File: src/rtl/tmr16_pkg.sv
package tmr16_pkg;

    typedef struct packed {
        logic ext_flag;
        logic ovf_flag;
        logic updown_en;
        logic rx_sel;
        logic tx_sel;
        logic ext_en;
        logic capture_sel;
        logic count_src;
        logic run;
    } ctl_t;

    localparam int CTL_BITS = $bits(ctl_t);

    typedef enum logic [1:0] {
        MODE_RELOAD  = 2'd0,
        MODE_UPDOWN  = 2'd1,
        MODE_CAPTURE = 2'd2,
        MODE_BAUD    = 2'd3
    } mode_e;

    localparam logic [1:0] ADDR_CTL  = 2'd0;
    localparam logic [1:0] ADDR_CNT  = 2'd1;
    localparam logic [1:0] ADDR_RCAP = 2'd2;

    function automatic mode_e decode_mode(input ctl_t c);
        if (c.tx_sel || c.rx_sel)
            return MODE_BAUD;
        else if (c.capture_sel)
            return MODE_CAPTURE;
        else if (c.updown_en)
            return MODE_UPDOWN;
        else
            return MODE_RELOAD;
    endfunction

endpackage

File: src/rtl/tmr16_edge_sampler.sv
module tmr16_edge_sampler #(
    parameter int N = 2
) (
    input  logic         clk,
    input  logic         rst,
    input  logic [N-1:0] din,
    output logic [N-1:0] level,
    output logic [N-1:0] fall
);
    logic [N-1:0] cur_q;
    logic [N-1:0] prev_q;

    for (genvar i = 0; i < N; i++) begin : g_bit
        always_ff @(posedge clk) begin
            if (rst) begin
                cur_q[i]  <= 1'b0;
                prev_q[i] <= 1'b0;
            end else begin
                cur_q[i]  <= din[i];
                prev_q[i] <= cur_q[i];
            end
        end
        assign level[i] = cur_q[i];
        assign fall[i]  = prev_q[i] & ~cur_q[i];
    end
endmodule

File: src/rtl/tmr16_ctl_regs.sv
module tmr16_ctl_regs
    import tmr16_pkg::*;
(
    input  logic clk,
    input  logic rst,
    input  logic wr_ctl,
    input  ctl_t wr_val,
    input  logic ovf_set,
    input  logic ext_set,
    output ctl_t ctl_q
);
    always_ff @(posedge clk) begin
        if (rst) begin
            ctl_q <= '0;
        end else begin
            if (wr_ctl)
                ctl_q <= wr_val;
            if (ovf_set)
                ctl_q.ovf_flag <= 1'b1;
            if (ext_set)
                ctl_q.ext_flag <= 1'b1;
        end
    end


    baud_no_ovf_chk: assert property (@(posedge clk) disable iff (rst)
        (decode_mode(ctl_q) == MODE_BAUD && !ctl_q.ovf_flag && !wr_ctl) |=> !ctl_q.ovf_flag);


    ext_flag_set_chk: assert property (@(posedge clk) disable iff (rst)
        ext_set |=> ctl_q.ext_flag);
endmodule

File: src/rtl/tmr16_core.sv
module tmr16_core
    import tmr16_pkg::*;
#(
    parameter int W = 16
) (
    input  logic         clk,
    input  logic         rst,
    input  mode_e        mode,
    input  logic         run,
    input  logic         count_src,
    input  logic         ext_en,
    input  logic         tick_tmr,
    input  logic         tick_fast,
    input  logic         cnt_fall,
    input  logic         trig_fall,
    input  logic         trig_level,
    input  logic         wr_cnt,
    input  logic         wr_rcap,
    input  logic [W-1:0] wr_val,
    output logic [W-1:0] cnt_q,
    output logic [W-1:0] rcap_q,
    output logic         ovf_evt,
    output logic         ext_evt,
    output logic         baud_wrap
);
    localparam logic [W-1:0] ONES = '1;

    logic src_tick, step, down, hit, wrap, trig_evt, trig_reload, trig_capture;
    logic [W-1:0] cnt_d, rcap_d;

    always_comb begin
        if (count_src)
            src_tick = cnt_fall;
        else if (mode == MODE_BAUD)
            src_tick = tick_fast;
        else
            src_tick = tick_tmr;
    end

    assign step         = run & src_tick;
    assign down         = (mode == MODE_UPDOWN) & ~trig_level;
    assign hit          = down ? (cnt_q == rcap_q) : (cnt_q == ONES);
    assign wrap         = step & hit;
    assign trig_evt     = ext_en & trig_fall & (mode != MODE_UPDOWN);
    assign trig_reload  = trig_evt & (mode == MODE_RELOAD);
    assign trig_capture = trig_evt & (mode == MODE_CAPTURE);

    always_comb begin
        cnt_d = cnt_q;
        if (wr_cnt)
            cnt_d = wr_val;
        else if (trig_reload)
            cnt_d = rcap_q;
        else if (step) begin
            if (down)
                cnt_d = hit ? ONES : cnt_q - 1'b1;
            else if (hit)
                cnt_d = (mode == MODE_CAPTURE) ? '0 : rcap_q;
            else
                cnt_d = cnt_q + 1'b1;
        end
    end

    always_comb begin
        rcap_d = rcap_q;
        if (wr_rcap)
            rcap_d = wr_val;
        else if (trig_capture)
            rcap_d = cnt_q;
    end

    always_ff @(posedge clk) begin
        if (rst) begin
            cnt_q  <= '0;
            rcap_q <= '0;
        end else begin
            cnt_q  <= cnt_d;
            rcap_q <= rcap_d;
        end
    end

    assign ovf_evt   = wrap & (mode != MODE_BAUD) & ~wr_cnt & ~trig_reload;
    assign baud_wrap = wrap & (mode == MODE_BAUD) & ~wr_cnt;
    assign ext_evt   = trig_evt;


    cnt_hold_chk: assert property (@(posedge clk) disable iff (rst)
        (!wr_cnt && !trig_evt && !step) |=> $stable(cnt_q));


    reload_wrap_chk: assert property (@(posedge clk) disable iff (rst)
        (!wr_cnt && !trig_evt && step && mode == MODE_RELOAD && cnt_q == ONES)
        |=> cnt_q == $past(rcap_q));


    capture_copy_chk: assert property (@(posedge clk) disable iff (rst)
        (trig_evt && mode == MODE_CAPTURE && !wr_rcap) |=> rcap_q == $past(cnt_q));
endmodule

File: src/rtl/tmr16_multi.sv
module tmr16_multi
    import tmr16_pkg::*;
#(
    parameter int CNT_W  = 16,
    parameter int ADDR_W = 2
) (
    input  logic              clk,
    input  logic              rst,
    input  logic              tick_tmr,
    input  logic              tick_fast,
    input  logic              ext_cnt_in,
    input  logic              ext_trig_in,
    input  logic              wr_en,
    input  logic [ADDR_W-1:0] wr_addr,
    input  logic [CNT_W-1:0]  wr_data,
    output logic [CNT_W-1:0]  cnt_out,
    output logic [CNT_W-1:0]  rcap_out,
    output logic              ovf_flag,
    output logic              ext_flag,
    output logic              irq,
    output logic              tx_tick,
    output logic              rx_tick
);
    localparam int PINS = 2;

    logic [PINS-1:0] pin_lvl, pin_fall;
    ctl_t  ctl_q;
    mode_e mode;
    logic  wr_ctl, wr_cnt, wr_rcap;
    logic  ovf_evt, ext_evt, baud_wrap;
    logic  tx_q, rx_q;

    assign wr_ctl  = wr_en && (wr_addr == ADDR_W'(ADDR_CTL));
    assign wr_cnt  = wr_en && (wr_addr == ADDR_W'(ADDR_CNT));
    assign wr_rcap = wr_en && (wr_addr == ADDR_W'(ADDR_RCAP));

    tmr16_edge_sampler #(.N(PINS)) u_pins (
        .clk   (clk),
        .rst   (rst),
        .din   ({ext_trig_in, ext_cnt_in}),
        .level (pin_lvl),
        .fall  (pin_fall)
    );

    tmr16_ctl_regs u_ctl (
        .clk     (clk),
        .rst     (rst),
        .wr_ctl  (wr_ctl),
        .wr_val  (ctl_t'(wr_data[CTL_BITS-1:0])),
        .ovf_set (ovf_evt),
        .ext_set (ext_evt),
        .ctl_q   (ctl_q)
    );

    assign mode = decode_mode(ctl_q);

    tmr16_core #(.W(CNT_W)) u_core (
        .clk        (clk),
        .rst        (rst),
        .mode       (mode),
        .run        (ctl_q.run),
        .count_src  (ctl_q.count_src),
        .ext_en     (ctl_q.ext_en),
        .tick_tmr   (tick_tmr),
        .tick_fast  (tick_fast),
        .cnt_fall   (pin_fall[0]),
        .trig_fall  (pin_fall[1]),
        .trig_level (pin_lvl[1]),
        .wr_cnt     (wr_cnt),
        .wr_rcap    (wr_rcap),
        .wr_val     (wr_data),
        .cnt_q      (cnt_out),
        .rcap_q     (rcap_out),
        .ovf_evt    (ovf_evt),
        .ext_evt    (ext_evt),
        .baud_wrap  (baud_wrap)
    );

    always_ff @(posedge clk) begin
        if (rst) begin
            tx_q <= 1'b0;
            rx_q <= 1'b0;
        end else begin
            tx_q <= baud_wrap & ctl_q.tx_sel;
            rx_q <= baud_wrap & ctl_q.rx_sel;
        end
    end

    assign tx_tick  = tx_q;
    assign rx_tick  = rx_q;
    assign ovf_flag = ctl_q.ovf_flag;
    assign ext_flag = ctl_q.ext_flag;
    assign irq      = ctl_q.ovf_flag | ctl_q.ext_flag;


    irq_sticky_chk: assert property (@(posedge clk) disable iff (rst)
        (irq && !wr_ctl) |=> irq);
endmodule

File: config.mk
export PLATFORM = sky130hd
export DESIGN_NAME = tmr16_multi
export DESIGN_NICKNAME = d
export VERILOG_FILES = /design/src/rtl/tmr16_pkg.sv /design/src/rtl/tmr16_edge_sampler.sv /design/src/rtl/tmr16_ctl_regs.sv /design/src/rtl/tmr16_core.sv /design/src/rtl/tmr16_multi.sv
export SDC_FILE = /design/constraint.sdc
export NUM_CORES = 1
export LEC_CHECK = 0
export BUFFER_PORTS_ARGS = -buffer_cell sky130_fd_sc_hd__buf_2
export CAP_MARGIN = 20
export CORE_MARGIN = 2
export CORE_UTILIZATION = 30
export CTS_CLUSTER_DIAMETER = 50
export DETAILED_ROUTE_END_ITERATION = 12
export SLEW_MARGIN = 20
export SYNTH_ARGS = -nofsm -noshare
export SYNTH_HDL_FRONTEND = slang
export SYNTH_SLANG_ARGS = --single-unit
File: constraint.sdc
create_clock -name clk -period 3.15 [get_ports clk]
set_input_delay 0.945 -clock clk [delete_from_list [all_inputs] [get_ports clk]]
set_output_delay 0.945 -clock clk [all_outputs]
set_load 0.01 [all_outputs]
After elaboration in Yosys (flattened, before gate mapping)
Cells that the tools add are included. W data, S select, Z words.

Register bits after elaboration: 47.

Add/sub/neg operators: 2. Muxes and demuxes: 18. Bitwise logic cells: 21. Equal/unequal tests: 9. Reduce and logical (&&, ||, !) cells: 10.

Operators by type and width (count): $mux W16 (9); $add A16 B1 Y16 const B (1); $and A1 B1 Y1 (16); $eq A16 B16 Y1 (1); $eq A16 B16 Y1 const B (1); $sub A16 B1 Y16 const B (1); $mux W9 (1); $eq A2 B2 Y1 const B (3); $mux W1 (6); $reduce_bool A2 Y1 (3); $eq A2 B1 Y1 const B (2); $logic_not A2 Y1 (2); $mux W2 (2); $not A1 Y1 (4); $logic_and A1 B1 Y1 (3); $reduce_bool A3 Y1 (1); $ne A2 B1 Y1 const B (1); $ne A2 B2 Y1 const B (1); $logic_or A1 B1 Y1 (1); $or A1 B1 Y1 (1).

Depth between registers and ports, before layout
Depth after elaboration: 12. Gate-level depth with buffers: 10. Gate-level depth less buffers: 9.

By module
Synthesis repeated with hierarchy kept, for this count alone.

Cells, all modules: 473. Area total of the unflattened synthesis: 3642.2 µm².

By module, submodules not included: tmr16_core (area an instance 3085.5 µm², seq. area each 640.6 µm², cells each 419, instances 1); tmr16_ctl_regs (area an instance 329.1 µm², seq. area each 180.2 µm², cells each 31, instances 1); tmr16_edge_sampler (area an instance 120.1 µm², seq. area each 80.1 µm², cells each 10, instances 1); tmr16_multi (area an instance 107.6 µm², seq. area each 40.0 µm², cells each 13, instances 1).

Worst setup path after synthesis
OpenSTA, ideal clock, no wires.

Path kind: input port to flip-flop. From: in tick_tmr. To: reg u_core.cnt_q[7]. Arrival: 2.600 ns. Required time: 3.034 ns. Setup slack: 0.434 ns. Setup time: 0.116 ns. Path buffers: 0. Stages: 7. Path through: or3b_2 -> a21oi_1 -> o21ai_1 -> nor3_1 -> o21ai_0 -> and2_1 -> o211a_1.

Cells in the longest elaborated chain, start to end: 4.

Ends and longest elaborated chain: start: declaration (RTL line tmr16_multi.sv:9) `input logic tick_tmr,`; $mux W1 (RTL line tmr16_core.sv:34) `else if (mode == MODE_BAUD)`; $mux W1 (RTL line tmr16_core.sv:32) `if (count_src)`; $and A1 B1 Y1 (RTL line tmr16_core.sv:40) `assign step = run & src_tick;`; $reduce_bool A3 Y1 (no source line); end signal: assignment (RTL line tmr16_core.sv:77) `cnt_q <= cnt_d;`; end: declaration (RTL line tmr16_core.sv:20) `output logic [W-1:0] cnt_q,`.

No other way between the ends. A chain may end at the register's enable or synchronous reset.

Worst setup path after layout
From: reg u_ctl.ctl_q[5] (netlist name). To: reg u_core.cnt_q[0].

Cells in the longest elaborated chain, start to end: 10.

Ends and longest elaborated chain: $logic_or A1 B1 Y1 * (RTL line tmr16_pkg.sv:29) `if (c.tx_sel || c.rx_sel)`; $mux W2 * (RTL line tmr16_pkg.sv:29); $eq A2 B1 Y1 (RTL line tmr16_core.sv:41) `assign down = (mode == MODE_UPDOWN) & ~trig_level;`; $and A1 B1 Y1 (RTL line tmr16_core.sv:41); $mux W1 (RTL line tmr16_core.sv:42) `assign hit = down ? (cnt_q == rcap_q) : (cnt_q == ONES);`; $mux W16, on equally long branches (RTL line tmr16_core.sv:57, tmr16_core.sv:56); $mux W16 (RTL line tmr16_core.sv:55) `if (down)`; $mux W16 (RTL line tmr16_core.sv:54) `else if (step) begin`; $mux W16 (RTL line tmr16_core.sv:52) `else if (trig_reload)`; $mux W16 (RTL line tmr16_core.sv:50) `if (wr_cnt)`.

Mark *: on every way between the ends. The rest lies on a longest branch, timed or not. The select of a mux whose other input is x is not followed.

==> impl_results.md <==
- Outcome: finished clean
- Clock Sinks: 47
- Unrepaired setup endpoints after global routing: false
- Post-synthesis async set-or-reset flop share: 0
- Root buf cell: clkbuf_16
- Via count: 3925
- Crit path time final: 2.84 ns
- HPWL Detailed: between 9000 and 10000 µm
- Multi-input gate area: 0.00236 mm²
- Top_reg_cell synth: dfxtp_1
- Peak Freq: 352 MHz
- IO Port Bufs: 61
- Lkg Pwr: 1.73 nW
- Utilization after layout: 0.369
- Full die area: approximately 0.012 mm²
- Drt first-iter violations: 263
- Setup tns final: 0 ns
- Yosys reg bits: 47
- CP arrival: 3.02 ns
- Final setup vio count: 0
- Critical path's largest stage delay: roughly 0.64 ns
- Io pins: 62
- WL per Instance: ~20 µm
- Die X: 112 µm
- Stages on the worst setup path: 8
- Initial core utilization: 0.307
- Final Max Tran Viols: 0
- Crit path max-delay family: compound AO/OA/AOI/OAI gates
- CTS Hold Bufs: 0
- Period utilisation layout: 0.902
- Combinational share of power: 0.209
- Layout cell share with drive strength beyond 1: 0.221
- # rows: 39
- Number of diodes: 0
- Area grow syn2layout: 20.3%
- Syn Nets: 494
- Worst setup SP type: register
- H-tree depth: 2
- Slew @ Worst Pin: between 0.7 and 0.8 ns
- Sw Ratio: 0.305
- CTS Buf Count: 5
- Filler cell count in the final layout: 1196
- Drt via density: roughly 6
- CTS tree: yes
- Setup CP Type: reg2reg
- Max Cap Viol: 0
- Crit path buf inv count: 0
- CTS Buffer Depth: 2
- Seq pwr share: 0.411
- Crit. End Element: register
- Worst endpoint required time: approximately 3.3 ns
- GP Congestion: 0.935
- Initial antenna violation count: 0
- First-pass GRT wire length: ~20000 µm
- Net Sw Power: 0.000504 W
- Worst slew margin: 0.495
- FF/Latch Area: 941 µm²
- Overall Global Routing Usage: 0.203
- HP Class: reg2reg
- Total grt overflow: 0
- Final #Nets: 546
- Syn. warnings: 0
- Routed WL: 12900 µm
- Main area contributors after synthesis: dfxtp_1 27%, mux2i_1 7.2%, nor2_1 6.0%
- Synth top area share: 0.270
- Seq/Total Area, Yosys: 0.270
- Die Ht: approximately 110 µm
- Fin. Hold Viols: 0
- Worst skew pair latency: just under 0.3 ns
- Core footprint: 0.0114 mm²
- Power density cells: slightly below 400 mW/mm²
- Number of synthesized flops with an enable pin: 0
- Hold path cells: 1
- Final ANT Viol Nets: 0
- Cell variety after synth: slightly above 60
- Largest area contributor in the netlist: dfxtp_1
- Commonest cells in the netlist: 56 x nor2_1, 47 x dfxtp_1, 39 x nand2_1
- R2r worst-path depth: 8
- Vias in the first global route: 3736
- Largest net degree at the start of global routing: 26
- Most numerous cell in the Yosys netlist: nor2_1
- VDD IR max: between 0.2 and 0.3 mV
- DR pass1 iterations: 5
- Clock share of power: 0.379
- CP max FO: 8
- Slowest library cell on the worst path: or4b_4
- Post-Syn Area: approximately 0.0035 mm²
- Synthesized area per cell: 7.46 µm²
- DRC Markers: 0
- Crit path top cell by count: nor3_1
- CP cell instances: or4b_4 -> o31a_1 -> o211ai_2 -> o2111a_1 -> and2_1 -> nor3_1 -> a2111oi_2 -> nor3_1
- Synth Instances: 467
- Setup Skew: 0.00621 ns
- Internal: 0.00115 W
- Clk slew on worst S/H paths: 0.07 ns
## kinds of logic (layout without fill, tap and decap cells)
logic type	count (synthesis)	in the layout	share of synthesized area
DFF	47	47	0.270
xor gates and xnor gates	18	18	0.0452
and+or+nand+nor	192	192	0.289
muxes	25	25	0.0718
AOI/OAI and AO/OA	133	133	0.261
adders and majority gates	2	2	0.00718
buffers and inverters	50	103	0.0560
## cell usage in the layout, fill, tap and decap left out, types with 6 or more instances in the layout
cell type and count:
a31oi_1 7, dfxtp_1 47, a21oi_1 35, o21ai_0 18, inv_1 6, xnor2_1 9
nor3_1 22, a211oi_1 22, nand3_1 16, buf_4 28, or3_1 8, o211ai_1 9
nand2_1 39, nor2_1 56, xor2_1 9, mux2i_1 25, buf_2 61
## final timing paths
path         slack, ns                         from                      endpoint
min               0.47   u_pins.level[0]$_SDFF_PP0_   u_pins.prev_q[0]$_SDFF_PP0_
max               0.31  u_ctl.ctl_q[5]$_SDFFE_PP0P_  u_core.cnt_q[0]$_SDFFE_PP0P_
min reg2reg       0.47   u_pins.level[0]$_SDFF_PP0_   u_pins.prev_q[0]$_SDFF_PP0_
max reg2reg       0.31  u_ctl.ctl_q[5]$_SDFFE_PP0P_  u_core.cnt_q[0]$_SDFFE_PP0P_
## metrics by stage
step | setup WS [ns] | area (µm²) | hold slack, ns | cells | total power, W
after floorplan | 0.434 | 3490 | 0.439 | 467 | 0.000899
after global placement | 0.303 | 4020 | 0.457 | 655 | 0.00103
after detailed placement | 0.201 | 4020 | 0.460 | 655 | 0.00103
after CTS | 0.171 | 4190 | 0.474 | 663 | 0.00167
after global routing | 0.120 | 4190 | 0.480 | 663 | 0.00172
final | 0.308 | 4190 | 0.474 | 663 | 0.00165
## cell type report
class                   count  area share
inverters                   6     0.00537
well taps                 143      0.0427
clock buffers               5      0.0298
multi-input cells         370       0.563
flip-flops and latches     47       0.224
repair buffers             89       0.123
clock inverters             3      0.0113
## power groups by stage
stage | clock [W] | combinational, W | sequential [W]
after floorplan | 0 | 0.000222 | 0.000677
after global placement | 0 | 0.000341 | 0.000691
after detailed placement | 0 | 0.000343 | 0.000692
after CTS | 0.000643 | 0.000344 | 0.000678
after global routing | 0.000660 | 0.000381 | 0.000684
final | 0.000627 | 0.000346 | 0.000680
## timing repair
action                                  CTS  global route
endpoints found under the setup margin    0             1
setup buffers                             0             0
resized for setup                         0             1
## layer usage
| metal | part of all wire | global-route usage |
|---|---|---|
| met2 | 0.47 | 0.338 |
| met1 | 0.43 | 0.265 |
| met5 | 0 | 0 |
| met4 | 0.029 | 0.0708 |
| met3 | 0.070 | 0.0365 |
## sequential cells by signal (all words and copies together) (netlist names)
name,cells
tx_tick,1
u_core.rcap_q,16
u_pins.prev_q,2
u_core.cnt_q,16
rx_tick,1
u_ctl.ctl_q,9
u_pins.level,2
Power figures use the tool's default switching activity.
